===== src/rtl/fir_rev_retimed.sv =====
module fir_rev_retimed #(
  parameter int N = 8,
  parameter int L = 8,
  parameter int K = 2
) (
  input  logic                              clk,
  input  logic                              rst,
  input  logic                              in_valid,
  input  logic signed [L-1:0]               in_data,
  input  logic [N*L-1:0]                    coef_flat,
  output logic                              out_valid,
  output logic signed [2*L+$clog2(N)-1:0]   out_data
);
  localparam int G   = N / K;
  localparam int LAT = G - 1;
  localparam int W   = 2*L + $clog2(N);
  localparam int CW  = $clog2(G) + 1;
  localparam logic signed [W-1:0] BOUND = W'(longint'(N) << (2*L-2));

  logic signed [L-1:0] dl [1:N-1];
  logic signed [W-1:0] acc [G];
  logic signed [W-1:0] chain [N];
  logic [CW-1:0] fill;

  always_ff @(posedge clk) begin
    if (rst) begin
      for (int m = 1; m < N; m++) dl[m] <= '0;
      fill      <= '0;
      out_valid <= 1'b0;
    end else begin
      out_valid <= in_valid && (fill == CW'(LAT));
      if (in_valid) begin
        dl[1] <= in_data;
        for (int m = 2; m < N; m++) dl[m] <= dl[m-1];
        if (fill != CW'(LAT)) fill <= fill + 1'b1;
      end
    end
  end

  // step j handles tap N-1-j; taps past each cut read one slot further back
  for (genvar j = 0; j < N; j++) begin : g_step
    localparam int TI = N - 1 - j;
    localparam int GI = j / K;
    localparam int XI = TI + GI;
    logic signed [L-1:0]   xs;
    logic signed [L-1:0]   cs;
    logic signed [2*L-1:0] pr;
    logic signed [W-1:0]   sin;
    assign cs = coef_flat[TI*L +: L];
    if (XI == 0) begin : g_live
      assign xs = in_data;
    end else begin : g_hist
      assign xs = dl[XI];
    end
    assign pr = cs * xs;
    if (j % K == 0) begin : g_head
      if (GI == 0) begin : g_first
        assign sin = '0;
      end else begin : g_cut
        assign sin = acc[GI-1];
      end
    end else begin : g_link
      assign sin = chain[j-1];
    end
    assign chain[j] = sin + W'(pr);
  end

  for (genvar g = 0; g < G; g++) begin : g_cutreg
    always_ff @(posedge clk) begin
      if (rst) acc[g] <= '0;
      else if (in_valid) acc[g] <= chain[g*K + K - 1];
    end
  end

  assign out_data = acc[G-1];

  assert_reset_clear_R1: assert property (@(posedge clk)
    $past(rst) |-> (!out_valid && out_data == '0));

  assert_strobe_cause_R3: assert property (@(posedge clk) disable iff (rst)
    out_valid |-> $past(in_valid));

  assert_idle_hold_R4: assert property (@(posedge clk) disable iff (rst)
    !in_valid |=> ($stable(out_data) && !out_valid));

  assert_no_overflow_R5: assert property (@(posedge clk) disable iff (rst)
    (out_data <= BOUND) && (out_data >= -BOUND));
endmodule


===== config.mk =====
export PLATFORM = sky130hd
export DESIGN_NAME = fir_rev_retimed
export DESIGN_NICKNAME = d
export VERILOG_FILES = /design/src/rtl/fir_rev_retimed.sv
export SDC_FILE = /design/constraint.sdc
export NUM_CORES = 2
export LEC_CHECK = 0
export BUFFER_PORTS_ARGS = -buffer_cell sky130_fd_sc_hd__buf_2
export CORE_AREA = 10 10 214 257
export CTS_CLUSTER_DIAMETER = 80
export DETAILED_ROUTE_END_ITERATION = 16
export DIE_AREA = 0 0 224 267
export GPL_ROUTABILITY_DRIVEN = 0
export PLACE_DENSITY = 0.89
export SLEW_MARGIN = 20
export SYNTH_ARGS = -nofsm -noshare
export SYNTH_HDL_FRONTEND = slang
export SYNTH_SLANG_ARGS = --single-unit
export TNS_END_PERCENT = 5

===== constraint.sdc =====
create_clock -name clk -period 7.3 [get_ports clk]
set_clock_uncertainty 0.2 [all_clocks]
set_input_delay 1.095 -clock clk [delete_from_list [all_inputs] [get_ports clk]]
set_output_delay 1.095 -clock clk [all_outputs]
set_load 0.03 [all_outputs]

==> results.py <==
metrics = {
    "status": {
        "status": "finished clean",
    },
    "finish": {
        "fin_area_mm2": 0.0314,
        "mostFrequentLayoutCell": "inv_1",
        "drive_above_1_share": 0.0537,
        "most-common-layout-cells": "inv_1, fa_1, and2_1",
        "syn2layout_area_growth_pct": 6.32,
        "final_core_util": 0.630,
        "fill_cells": 3684,
        "nets": 4043,
    },
    "worst_setup_path": {
        "crit_chain": "buf_2 -> and2_1 -> fa_1 -> fa_1 -> fa_1 -> fa_1 -> fa_1 -> inv_1 -> fa_1 -> inv_1 -> ha_1 -> a2111oi_0 -> a211oi_1 -> o21a_1 -> o41ai_2 -> o21ai_1 -> xnor2_1 -> nor2_1",
        "cp_common_cell": "fa_1",
        "cp_slowest_cell": "fa_1",
        "crit_type": "primary input to register",
        "crit_arrival_ns": 6.63,
        "reg2reg_to": "acc[0][17]",
        "cpPeakStageDelay_ns": 0.56,
        "worstPathMaxFanout": 8,
        "startpoint_type": "primary input",
        "rrSetupSlack_ns": 0.75,
        "crit_path_end_kind": "register",
        "cp.required_ns": 7.29,
        "critPathBufInv": 3,
        "reg2regPathDepth": 17,
        "cp_top_family": "adder cells",
        "reg2reg_from": "dl[6][1]",
        "cp_num_cells": 18,
    },
    "clock_tree": {
        "clk_pin_slew_worst_paths_ns": 0.07,
        "cts_tree": "yes",
        "root_buffer": "clkbuf_16",
        "cts_resized": 0,
        "cts_setup_buffers": 0,
        "clk_path_buf_depth": 2,
        "cts.sinks": 134,
        "clkLatencyLatePin_ns": 0.47,
        "htreeDepth": 4,
        "hold_buffers": 0,
        "cts_buffers": 17,
    },
    "sta": {
        "fin_crit_ns": 6.63,
        "finalCritPeriodShare": 0.909,
        "clock.fmax_mhz": 151,
        "relSlewSlack": 0.315,
        "fin_setup_tns_ns": 0,
        "hold_violations": 0,
        "rsz0062_at_grt": "false",
        "worst_pin_slew_ns": 1.03,
        "setup_viol": 0,
        "drv_slew": 0,
    },
    "drt": {
        "drt_iter0_drc": 1226,
        "wire_per_inst_um": 19.0,
        "drc": 0,
        "vias": 20200,
        "firstDrtPassIters": 5,
        "wirelength_um": 70100,
        "ant_nets": 0,
        "avgViaCountPerCell": 5.48,
    },
    "synth": {
        "synth_area_mm2": 0.0296,
        "yosys_warnings": 0,
        "ys_seq_area_frac": 0.135,
        "synth_edf_count": 130,
        "netlist-cell-type-count": 51,
        "yosys.area.top_type": "fa_1",
        "syn_area_per_cell_um2": 10.1,
        "syn-num-nets": 3949,
        "synth_top_area_share": 0.440,
        "ys_ff_latch": 134,
        "ys_top_cells_by_area": "fa_1, edfxtp_1, ha_1, inv_1, and2_1",
        "synth-main-ff-cell": "edfxtp_1",
        "synth_cells": 2927,
        "async_flop_share": 0,
    },
    "floorplan": {
        "die_h_um": 267,
        "die_width_um": 224,
        "start_util": 0.593,
        "num_rows": 90,
        "die_area_mm2": 0.0598,
        "core_mm2": 0.0499,
        "io_pins": 95,
    },
    "pwr": {
        "ir_worst_vdd_mv": 0.438,
        "pwr-share-seq": 0.094,
        "power_w": 0.0136,
        "power.density_mw_per_mm2": 434,
        "sw_frac_of_total": 0.532,
        "pwr-share-clk": 0.063,
        "p_leak_nw": 16.4,
        "p_comb_frac": 0.843,
        "internal_power_w": 0.00639,
        "p_sw_w": 0.00726,
    },
    "placed_design": {
        "io_buffers": 94,
        "post_dp_cell_area_mm2": 0.0309,
        "place_hpwl_um": 57600,
    },
    "hold_path": {
        "whs_endpoint": "fill[2]",
        "hp-start": "fill[2]",
        "hp-class": "register to register",
        "min_path_cells": 2,
    },
    "global_route": {
        "grt_max_degree": 77,
        "grt_overflow": 0,
        "antenna_found_initial": 2,
        "grt_pass1_wl_um": 116000,
        "grtUsageTotal": 0.249,
        "grt_pass1_vias": 23200,
    },
    "job": {
        "drv_cap": 0,
    },
}
==> how the worst max path moves through the flow <==
stage	startpoint	slack [ns]	end
global placement	coef_flat[55]	0.44	acc[0][17]
CTS	coef_flat[55]	0.66	acc[0][17]
detailed placement	coef_flat[55]	0.18	acc[0][17]
global route	coef_flat[55]	0.36	acc[0][17]
finish	coef_flat[55]	0.67	acc[0][17]
floorplan	coef_flat[55]	0.83	acc[0][17]
==> power by group through the flow <==
stage                     clock [W]  combinational, W  sequential (W)
after floorplan                   0           0.00862         0.00130
after global placement            0            0.0108         0.00130
after detailed placement          0            0.0113         0.00130
after CTS                  0.000867            0.0115         0.00129
after global routing       0.000891            0.0130         0.00130
final                      0.000860            0.0115         0.00129
==> stage by stage <==
step / std cells / worst slack, ns / hold slack, ns
finish: 3682 / 0.666 / 0.310
global route: 3678 / 0.359 / 0.335
CTS: 3678 / 0.661 / 0.311
detailed placement: 3646 / 0.178 / 0.302
global placement: 3646 / 0.443 / 0.281
floorplan: 2927 / 0.832 / 0.265
==> cell usage after synthesis (all sizes together) (11+ instances only) <==
library cell  count
inv             845
a21o             17
o21a             11
nor2            129
a211oi           15
xor2             29
fa              650
edfxtp          130
nor3             16
a21oi            38
o21ai            42
nand2b           19
nand2           164
ha              297
and2            369
clkbuf           38
xnor2            55
==> tightest hold or removal path: cells and delay by family (launching register included) <==
| family | cells | cell delay, ns |
|---|---|---|
| flops | 1 | 0.31 |
| simple gates | 1 | 0.10 |
| compound gates | 1 | 0.05 |
==> routing by layer <==
layer | up-vias | wire [um] | GRT usage
met3 | 295 | 4050 | 0.0388
met1 | 10300 | 23800 | 0.265
met2 | 806 | 37900 | 0.455
met4 | 2 | 4300 | 0.155
li1 | 8803 | - | -
met5 | - | 9 | 0
==> logic make-up after synthesis <==
| logic type | count (synthesis) | share of synthesized area |
|---|---|---|
| xor gates and xnor gates | 84 | 0.0249 |
| adders and majority gates | 947 | 0.566 |
| DFF | 134 | 0.135 |
| muxes | 1 | 0.000338 |
| buffers and inverters | 888 | 0.113 |
| AOI/OAI and AO/OA | 154 | 0.0351 |
| and+or+nand+nor | 719 | 0.127 |
==> cell type report <==
type	instances	area, um^2	share of cell area
Multi-Input combinational cell	1905	22300	0.708
Sequential cell	134	3980	0.127
Inverter	847	3180	0.101
Tap cell	644	806	0.0256
Timing Repair Buffer	116	636	0.0202
Clock buffer	17	425	0.0135
Clock inverter	15	133	0.00422
Antenna cell	4	10.0	0.000318
==> registers in the layout, indices dropped and copies added (netlist names) <==
register / count
acc: 74
dl: 56
fill: 3
out_valid: 1
Note: power is estimated with default switching activity, not from simulation.
